**config.mk**
```make
export PLATFORM = sky130hd
export DESIGN_NAME = sprite_fetch_slot
export DESIGN_NICKNAME = d
export VERILOG_FILES = /design/src/rtl/sprite_fetch_pkg.sv /design/src/rtl/sprite_slot_timer.sv /design/src/rtl/sprite_dma_ctrl.sv /design/src/rtl/sprite_fetch_path.sv /design/src/rtl/sprite_fetch_slot.sv
export SDC_FILE = /design/constraint.sdc
export NUM_CORES = 1
export LEC_CHECK = 0
export ABC_AREA = 1
export BUFFER_PORTS_ARGS = -buffer_cell sky130_fd_sc_hd__clkbuf_2
export CAP_MARGIN = 10
export CORE_UTILIZATION = 51
export CTS_CLUSTER_SIZE = 12
export DETAILED_ROUTE_END_ITERATION = 7
export GPL_TIMING_DRIVEN = 0
export PLACE_DENSITY = 0.79
export SLEW_MARGIN = 20
export SYNTH_ARGS = -nofsm -noshare
export SYNTH_HDL_FRONTEND = slang
export SYNTH_SLANG_ARGS = --single-unit
```
**constraint.sdc**
```tcl
create_clock -name clk -period 1.48 [get_ports clk]
set_input_delay 0.148 -clock clk [delete_from_list [all_inputs] [get_ports clk]]
set_output_delay 0.148 -clock clk [all_outputs]
set_load 0.01 [all_outputs]
```
**src/rtl/sprite_fetch_pkg.sv**
```systemverilog
package sprite_fetch_pkg;
  typedef enum logic [1:0] {
    HALF_PTR = 2'd0,
    HALF_D0  = 2'd1,
    HALF_D1  = 2'd2,
    HALF_D2  = 2'd3
  } half_e;

  typedef struct packed {
    logic  active;
    half_e half;
  } slot_pos_t;
endpackage

```
**src/rtl/sprite_slot_timer.sv**
```systemverilog
module sprite_slot_timer
  import sprite_fetch_pkg::*;
(
  input  logic      clk,
  input  logic      rst_n,
  input  logic      slot_go,
  output slot_pos_t pos,
  output logic      slot_end
);
  logic  busy_q;
  half_e ph_q;

  always_comb begin
    if (busy_q)       pos = '{active: 1'b1, half: ph_q};
    else if (slot_go) pos = '{active: 1'b1, half: HALF_PTR};
    else              pos = '{active: 1'b0, half: HALF_PTR};
  end

  assign slot_end = pos.active && (pos.half == HALF_D2);

  always_ff @(posedge clk or negedge rst_n) begin
    if (!rst_n) begin
      busy_q <= 1'b0;
      ph_q   <= HALF_PTR;
    end else if (!busy_q) begin
      if (slot_go) begin
        busy_q <= 1'b1;
        ph_q   <= HALF_D0;
      end
    end else begin
      if (ph_q == HALF_D2) busy_q <= 1'b0;
      ph_q <= half_e'(ph_q + 2'd1);
    end
  end
endmodule

```
**src/rtl/sprite_dma_ctrl.sv**
```systemverilog
module sprite_dma_ctrl
  import sprite_fetch_pkg::*;
#(
  parameter int XPOS_W      = 9,
  parameter int YPOS_W      = 8,
  parameter int LINE_W      = 9,
  parameter int X_SAME_LINE = 'h164,
  parameter int BYTES_TOTAL = 63,
  localparam int CNT_W      = $clog2(BYTES_TOTAL + 1)
) (
  input  logic              clk,
  input  logic              rst_n,
  input  logic              sprite_en,
  input  logic              y_expand,
  input  logic [XPOS_W-1:0] x_pos,
  input  logic [YPOS_W-1:0] y_pos,
  input  logic [LINE_W-1:0] raster_line,
  input  logic              cmp_strobe,
  input  logic              line_start,
  input  slot_pos_t         pos,
  output logic              dma_active,
  output logic              disp_en,
  output logic [CNT_W-1:0]  cnt
);
  localparam logic [CNT_W-1:0]  LAST_C  = CNT_W'(BYTES_TOTAL);
  localparam logic [XPOS_W-1:0] X_EDGE  = XPOS_W'(X_SAME_LINE);

  logic             pend_q;
  logic             rep_q;
  logic [CNT_W-1:0] cnt_start_q;
  logic [CNT_W-1:0] cnt_inc;
  logic             y_hit;

  assign y_hit   = (LINE_W'(y_pos) == raster_line);
  assign cnt_inc = cnt + 1'b1;

  always_ff @(posedge clk or negedge rst_n) begin
    if (!rst_n) begin
      pend_q      <= 1'b0;
      rep_q       <= 1'b0;
      dma_active  <= 1'b0;
      disp_en     <= 1'b0;
      cnt         <= '0;
      cnt_start_q <= '0;
    end else if (cmp_strobe && sprite_en && !dma_active && !pend_q && y_hit) begin
      pend_q <= 1'b1;
      cnt    <= '0;
      rep_q  <= 1'b0;
      if (x_pos >= X_EDGE) disp_en <= 1'b1;
    end else if (line_start && pend_q) begin
      pend_q     <= 1'b0;
      dma_active <= 1'b1;
      disp_en    <= 1'b1;
    end else if (pos.active && dma_active) begin
      unique case (pos.half)
        HALF_PTR: cnt_start_q <= cnt;
        HALF_D0, HALF_D1: cnt <= cnt_inc;
        HALF_D2: begin
          if (y_expand && !rep_q) begin
            cnt   <= cnt_start_q;
            rep_q <= 1'b1;
          end else begin
            rep_q <= 1'b0;
            cnt   <= cnt_inc;
            if (cnt_inc == LAST_C) begin
              dma_active <= 1'b0;
              disp_en    <= 1'b0;
            end
          end
        end
        default: ;
      endcase
    end
  end
endmodule

```
**src/rtl/sprite_fetch_path.sv**
```systemverilog
module sprite_fetch_path
  import sprite_fetch_pkg::*;
#(
  parameter int BANK_W  = 2,
  parameter int VM_W    = 4,
  parameter int DATA_W  = 8,
  parameter int CNT_W   = 6,
  parameter int SPR_IDX = 0,
  localparam int LOC_W  = VM_W + 10,
  localparam int ADDR_W = BANK_W + LOC_W,
  localparam int SR_W   = 3 * DATA_W
) (
  input  logic              clk,
  input  logic              rst_n,
  input  slot_pos_t         pos,
  input  logic              dma_active,
  input  logic              disp_en,
  input  logic [BANK_W-1:0] bank_sel,
  input  logic [VM_W-1:0]   vm_base,
  input  logic [CNT_W-1:0]  cnt,
  input  logic [DATA_W-1:0] mem_rdata,
  input  logic [DATA_W-1:0] bus_float,
  output logic              mem_rd,
  output logic [ADDR_W-1:0] mem_addr,
  output logic              bus_owner,
  output logic [SR_W-1:0]   sprite_data,
  output logic              load_strobe
);
  localparam logic [9:0] PTR_OFS = 10'h3F8 + 10'(SPR_IDX);

  logic [DATA_W-1:0] ptr_q, b0_q, b1_q, byte_now;

  always_comb begin
    bus_owner = 1'b0;
    mem_addr  = {bank_sel, {LOC_W{1'b1}}};
    if (pos.active) begin
      unique case (pos.half)
        HALF_PTR: begin
          bus_owner = 1'b1;
          mem_addr  = {bank_sel, vm_base, PTR_OFS};
        end
        HALF_D1: begin
          bus_owner = 1'b1;
          mem_addr  = dma_active ? {bank_sel, ptr_q, cnt}
                                 : {bank_sel, {LOC_W{1'b1}}};
        end
        default: begin
          bus_owner = dma_active;
          mem_addr  = {bank_sel, ptr_q, cnt};
        end
      endcase
    end
  end

  assign mem_rd   = bus_owner;
  assign byte_now = bus_owner ? mem_rdata : bus_float;

  always_ff @(posedge clk or negedge rst_n) begin
    if (!rst_n) begin
      ptr_q       <= '0;
      b0_q        <= '0;
      b1_q        <= '0;
      sprite_data <= '0;
      load_strobe <= 1'b0;
    end else begin
      load_strobe <= 1'b0;
      if (pos.active) begin
        unique case (pos.half)
          HALF_PTR: ptr_q <= mem_rdata;
          HALF_D0:  b0_q  <= byte_now;
          HALF_D1:  b1_q  <= byte_now;
          HALF_D2: if (disp_en) begin
            sprite_data <= {b0_q, b1_q, byte_now};
            load_strobe <= 1'b1;
          end
          default: ;
        endcase
      end
    end
  end
endmodule

```
**src/rtl/sprite_fetch_slot.sv**
```systemverilog
module sprite_fetch_slot
  import sprite_fetch_pkg::*;
#(
  parameter int SPR_IDX     = 0,
  parameter int BANK_W      = 2,
  parameter int VM_W        = 4,
  parameter int DATA_W      = 8,
  parameter int XPOS_W      = 9,
  parameter int YPOS_W      = 8,
  parameter int LINE_W      = 9,
  parameter int X_SAME_LINE = 'h164,
  parameter int BYTES_TOTAL = 63,
  localparam int CNT_W      = $clog2(BYTES_TOTAL + 1),
  localparam int ADDR_W     = BANK_W + VM_W + 10,
  localparam int SR_W       = 3 * DATA_W
) (
  input  logic              clk,
  input  logic              rst_n,
  input  logic              sprite_en,
  input  logic              y_expand,
  input  logic [XPOS_W-1:0] x_pos,
  input  logic [YPOS_W-1:0] y_pos,
  input  logic [LINE_W-1:0] raster_line,
  input  logic              line_start,
  input  logic              cmp_strobe,
  input  logic              slot_go,
  input  logic [BANK_W-1:0] bank_sel,
  input  logic [VM_W-1:0]   vm_base,
  input  logic [DATA_W-1:0] bus_float,
  output logic              mem_rd,
  output logic [ADDR_W-1:0] mem_addr,
  input  logic [DATA_W-1:0] mem_rdata,
  output logic              bus_owner,
  output logic              dma_active,
  output logic              disp_en,
  output logic              load_strobe,
  output logic [SR_W-1:0]   sprite_data
);
  slot_pos_t        pos;
  logic             slot_end;
  logic [CNT_W-1:0] cnt;

  sprite_slot_timer u_timer (
    .clk      (clk),
    .rst_n    (rst_n),
    .slot_go  (slot_go),
    .pos      (pos),
    .slot_end (slot_end)
  );

  sprite_dma_ctrl #(
    .XPOS_W      (XPOS_W),
    .YPOS_W      (YPOS_W),
    .LINE_W      (LINE_W),
    .X_SAME_LINE (X_SAME_LINE),
    .BYTES_TOTAL (BYTES_TOTAL)
  ) u_ctrl (
    .clk         (clk),
    .rst_n       (rst_n),
    .sprite_en   (sprite_en),
    .y_expand    (y_expand),
    .x_pos       (x_pos),
    .y_pos       (y_pos),
    .raster_line (raster_line),
    .cmp_strobe  (cmp_strobe),
    .line_start  (line_start),
    .pos         (pos),
    .dma_active  (dma_active),
    .disp_en     (disp_en),
    .cnt         (cnt)
  );

  sprite_fetch_path #(
    .BANK_W  (BANK_W),
    .VM_W    (VM_W),
    .DATA_W  (DATA_W),
    .CNT_W   (CNT_W),
    .SPR_IDX (SPR_IDX)
  ) u_path (
    .clk         (clk),
    .rst_n       (rst_n),
    .pos         (pos),
    .dma_active  (dma_active),
    .disp_en     (disp_en),
    .bank_sel    (bank_sel),
    .vm_base     (vm_base),
    .cnt         (cnt),
    .mem_rdata   (mem_rdata),
    .bus_float   (bus_float),
    .mem_rd      (mem_rd),
    .mem_addr    (mem_addr),
    .bus_owner   (bus_owner),
    .sprite_data (sprite_data),
    .load_strobe (load_strobe)
  );

  logic unused_slot_end;
  assign unused_slot_end = slot_end;
endmodule

```
Word level (Yosys, flattened, before mapping)
Cells that the tools add are included.

Multiplexer cells: 35. $mul: 0. Reduce and logical (&&, ||, !) cells: 33. Divide/modulo/power cells: 0. Bitwise operators: 2. $lt $le $gt $ge: 1. Add/sub/neg operators: 2. Shifts and indexed selects: 0. Equality and inequality tests: 10.

Operators by type and width (number): two-way mux 14 bit (2); case mux 14 bit (2 select lines) (1); two-way mux 6 bit (4); two-way mux 1 bit (22); nonzero test 2 bit (7); case mux 6 bit (2 select lines) (1); nonzero test 3 bit (4); AND reduction 5 bit (2); equality test 8 x 9 -> 1 bit (1); >= comparator 9 bit (second input constant) (1); AND reduction 3 bit (3); two-way mux 8 bit (1); logical AND 1 bit (7); adder 6 x 1 -> 6 bit (second input constant) (1); equality test 2 bit (second input constant) (3); equality test 6 bit (second input constant) (1); two-way mux 3 bit (2); AND reduction 2 bit (3); two-way mux 2 bit (2); != test 2 x 1 -> 1 bit (second input constant) (2); AND reduction 4 bit (1); OR reduction 2 bit (2); zero test 1 bit (3); != test 3 x 1 -> 1 bit (second input constant) (1); other kinds (5) (6).

Output and inout port bits: 45. Bits in read-only memories: 0. Memories kept: 0. Latch bits: 0. Bits in registers: 68. RAM bits: 0.

Depth between registers and ports, before layout
Depth in word-level cells: 8. Mapped depth: 10.

Modules after synthesis
A second synthesis with hierarchy kept.

Cell total of the unflattened synthesis: 470. Area total of the unflattened synthesis: 3540.9 µm².

By module, submodules not included: sprite_fetch_path (cells an instance 286, area each 2239.6 µm², instances 1); sprite_dma_ctrl (cells an instance 164, area each 1148.6 µm², instances 1); sprite_slot_timer (cells an instance 20, area each 152.6 µm², instances 1).

Least setup slack after synthesis
OpenSTA, ideal clock, no wires.

Kind: reg2out. From: register u_timer.busy_q. To: output port mem_addr[0]. Path slack: 0.078 ns. Arrival: 1.254 ns. Buffers on the path: 1. Stages on the path, launching flop included: 7. Data required time: 1.332 ns. Path through: dfrtp_1 > nor2_2 > inv_2 > nand2_4 > nor2_4 > buf_2 > a31oi_1.

Cells in the longest elaborated chain, start to end: 4.

Ends and longest elaborated chain: start: declaration (line sprite_slot_timer.sv:10) `logic busy_q;`; start signal: assignment (line sprite_slot_timer.sv:23) `busy_q <= 1'b0;`; start signal: assignment (line sprite_slot_timer.sv:27) `busy_q <= 1'b1;`; start signal: assignment (line sprite_slot_timer.sv:31) `if (ph_q == HALF_D2) busy_q <= 1'b0;`; two-way mux 3 bit (*) (line sprite_slot_timer.sv:14) `if (busy_q) pos = '{active: 1'b1, half: ph_q};`; equality test 2 bit / zero test 2 bit (equally long branches) (line sprite_fetch_path.sv:37) `unique case (pos.half)`; case mux 14 bit (2 select lines) (line sprite_fetch_path.sv:37); two-way mux 14 bit (*) (line sprite_fetch_path.sv:36) `if (pos.active) begin`; end: declaration (line sprite_fetch_slot.sv:31) `output logic [ADDR_W-1:0] mem_addr,`.

Mark *: on every way between the ends. The rest lies on a longest branch, timed or not.

Final worst setup path
From: register u_timer.busy_q. To: output port mem_addr[12].

The elaborated chain is that of the path after synthesis.

==> flow_summary.yaml <==
place:
  port_buffers: 95
  place_congestion: 0.903
  dp_hpwl_um: 5870
  post-place-ws_ps: -279
route:
  detail_route.drc_violations: 0
  totalWireLength_um: 10100
  routed-via-count: 3410
  drt_iter0_drc: 308
  drtPass1Iterations: 5
  ant_nets: 0
  viasPerCell: 5.46
  post_drt_wl_per_cell_um: 16.1
power_and_ir_drop:
  pwr-share-seq: 0.299
  power.share.combinational: 0.532
  leakage_nw: 2.55
  internal-power_mw: 6.46
  p_sw_frac: 0.422
  p_per_area_nw_per_um2: 2300
  p_switching_mw: 4.71
  ir_drop_v: 0.00168
  clkPwrFrac: 0.169
cells_and_area:
  final_util: 0.802
  layout_commonest_cell: "nand2_1"
  fillers: 373
  layout_common_cells: "nand2_1, clkbuf_2, dfrtp_1, inv_1, o21ai_1"
  antenna_cells: 0
  areaGrowthSynthToFinish_pct: 48.5
  drive_gt1_frac: 0.411
  layout.nets: 603
worst_setup_path:
  max_stage_delay_ps: 470
  crit_slowest_cell: "dfrtp_2"
  worstPathCellList: "nand2_4, inv_4, nor2_4, buf_6, nand2_2, o211ai_1, buf_2"
  path_buf_inv: 3
  crit_type: "reg2out"
  critPathMaxFanout: 5
  regToRegSetupSlack_ps: -190
  crit_cells: 7
  cp-start-kind: "flop"
  r2r-start: "u_timer.busy_q"
  arrival_ps: 1670
  worstPathRequired_ps: 1330
  endpoint: "mem_addr[12]"
  worst_r2r_endpoint: "u_ctrl.cnt[2]"
  crit_start: "u_timer.busy_q"
  r2r_cells: 10
  endpoint_kind: "output pin"
  crit_family: "flip-flops"
clocking:
  cts_tree: "done"
  clock_sinks: 68
  clk_latency_ps: 360
  cts-htree-levels: 3
  cts_buffer_depth: 2
  cts_root_buffer: "clkbuf_8"
  path_clk_slew_ps: 70
  cts_made_buffers: 9
timing:
  fmax_mhz: 549
  relSlewSlack: 0.709
  finalCritPeriodShare: 1.23
  setup_violations: 75
  tns_ps: -8540
  fin_skew_ps: 8.45
  slew_viol_final: 0
  hold_viol: 0
  rsz0062_at_grt: "yes"
  period_minus_slack_ps: 1820
  fin_ws_ps: -342
  tightestPinTransition_ps: 437
  hold_slack_ps: 49.7
yosys:
  synth_compound_area_frac: 0.116
  synth_top_family_by_area: "simple AND/OR/NAND/NOR gates"
  yosysSeqAreaShare: 0.520
  synthXorXnorAreaFrac: 0.00535
  ys_seq_elements: 68
  synthAdderAreaFrac: 0.0115
  synthSimpleGateAreaFrac: 0.243
  muxShareOfSynthArea: 0.0245
  synth_nets: 459
  yosysWarnings: 0
  synth_cells: 401
  postSynthAreaPerCell_um2: 8.17
  syn_area_um2: 3270
  synth.distinct_cells: 28
outcome:
  status: "finished with violations"
  failed_checks: "negative setup slack"
die:
  coreArea_um2: 6060
  initial_core_util: 0.540
  num_io_pins: 100
  die_area_um2: 6740
  die_h_um: 82.1
  die_w_um: 82.1
  rows: 28
grt:
  grt_antenna_before_repair: 0
  grt_pass1_vias: 3067
  grt_use_total: 0.286
  overflow: 0
  grt_max_degree: 39
  grt_pass1_wl_um: 14000
flow_run:
  cap_violations: 0
hold_path:
  holdCritPathClass: "in2reg"
layer usage:
layer  routed length [um]  vias to the layer above  share of wire  global-route usage
met2                 5030                      218           0.50               0.502
met4                  514                        0          0.051               0.151
met3                  792                       51          0.079              0.0549
li1                     -                     1573              -                   -
met1                 3720                     1568           0.37               0.329
met5                    0                        -              0                   0
final cells by class:
class / count / area, um^2 / share of cell area
Multi-Input combinational cell: 271 / 1630 / 0.334
Timing Repair Buffer: 133 / 870 / 0.179
Tap cell: 75 / 93.8 / 0.0193
Sequential cell: 68 / 1710 / 0.351
Buffer: 12 / 119 / 0.0245
Clock buffer: 10 / 128 / 0.0263
Clock inverter: 6 / 113 / 0.0232
Inverter: 50 / 205 / 0.0422
power by group through the flow:
stage                     clock network, mW  logic (mW)  registers [mW]
after floorplan                           0        2.41            3.32
after global placement                    0        3.76            3.22
after detailed placement                  0        3.90            3.26
after CTS                              1.86        5.04            3.26
after global routing                   1.97        6.44            3.43
final                                  1.89        5.94            3.34
registers in the layout, indices dropped and copies added (netlist names):
register            flops
u_ctrl.pend_q           1
u_path.b0_q             8
u_ctrl.cnt              6
u_ctrl.rep_q            1
u_timer.busy_q          1
u_path.sprite_data     24
u_path.b1_q             8
u_ctrl.cnt_start_q      6
u_timer.ph_q            2
u_path.ptr_q            8
u_path.load_strobe      1
u_ctrl.disp_en          1
u_ctrl.dma_active       1
worst min path at each step:
stage	start	end	slack, ps	cells past startpoint
floorplan	rst_n	u_ctrl.cnt[0]	-150	0
global placement	line_start	u_ctrl.pend_q	350	2
detailed placement	rst_n	u_path.sprite_data[21]	140	1
CTS	mem_rdata[0]	u_path.ptr_q[0]	50	3
global route	mem_rdata[0]	u_path.ptr_q[0]	60	3
finish	mem_rdata[1]	u_path.ptr_q[1]	50	3
worst register-to-register path, cell delays in order (launching register included):
cell     delay [ps]
dfrtp_2         450
nand2_4          90
buf_4           140
buf_4           140
nor2_4           90
buf_12          140
nand2_4          90
o21ai_2         150
a21oi_2          40
o21ai_1         170
inv_1            60
metrics by stage:
stage	area (um^2)	power, mW	instances
after floorplan	3270	5.73	401
after CTS	4550	10.2	611
final	4860	11.2	625
after detailed placement	3870	7.16	572
after global routing	4860	11.8	625
after global placement	3840	6.98	571
kinds of logic (layout without fill, tap and decap cells):
logic type	after synthesis	in the layout
xor gates and xnor gates	2	2
DFF	68	68
buffers and inverters	63	211
muxes	8	8
and+or+nand+nor	187	188
AOI/OAI and AO/OA	70	70
adders and majority gates	3	3
synth_stat cells, drive strengths merged:
cell type / instances / area share
clkbuf: 4 / 0.0046
nor2: 23 / 0.039
nand4: 5 / 0.0096
nor3: 1 / 0.0015
o211ai: 7 / 0.016
ha: 3 / 0.011
a31oi: 3 / 0.0057
o22ai: 1 / 0.0019
nand3: 10 / 0.015
a21boi: 1 / 0.0023
inv: 50 / 0.057
nand2: 148 / 0.18
dfrtp: 68 / 0.52
o21ai: 51 / 0.079
xor2: 2 / 0.0054
a21oi: 7 / 0.011
buf: 9 / 0.018
mux2i: 8 / 0.024
what timing repair did:
action,CTS,global route
pin swaps,14,27
gates cloned,2,2
setup buffers,19,17
hold buffers,2,0
hold endpoints to repair,31,0
setup endpoints to repair,46,72
resized for setup,91,81
Power figures use the tool's default switching activity.
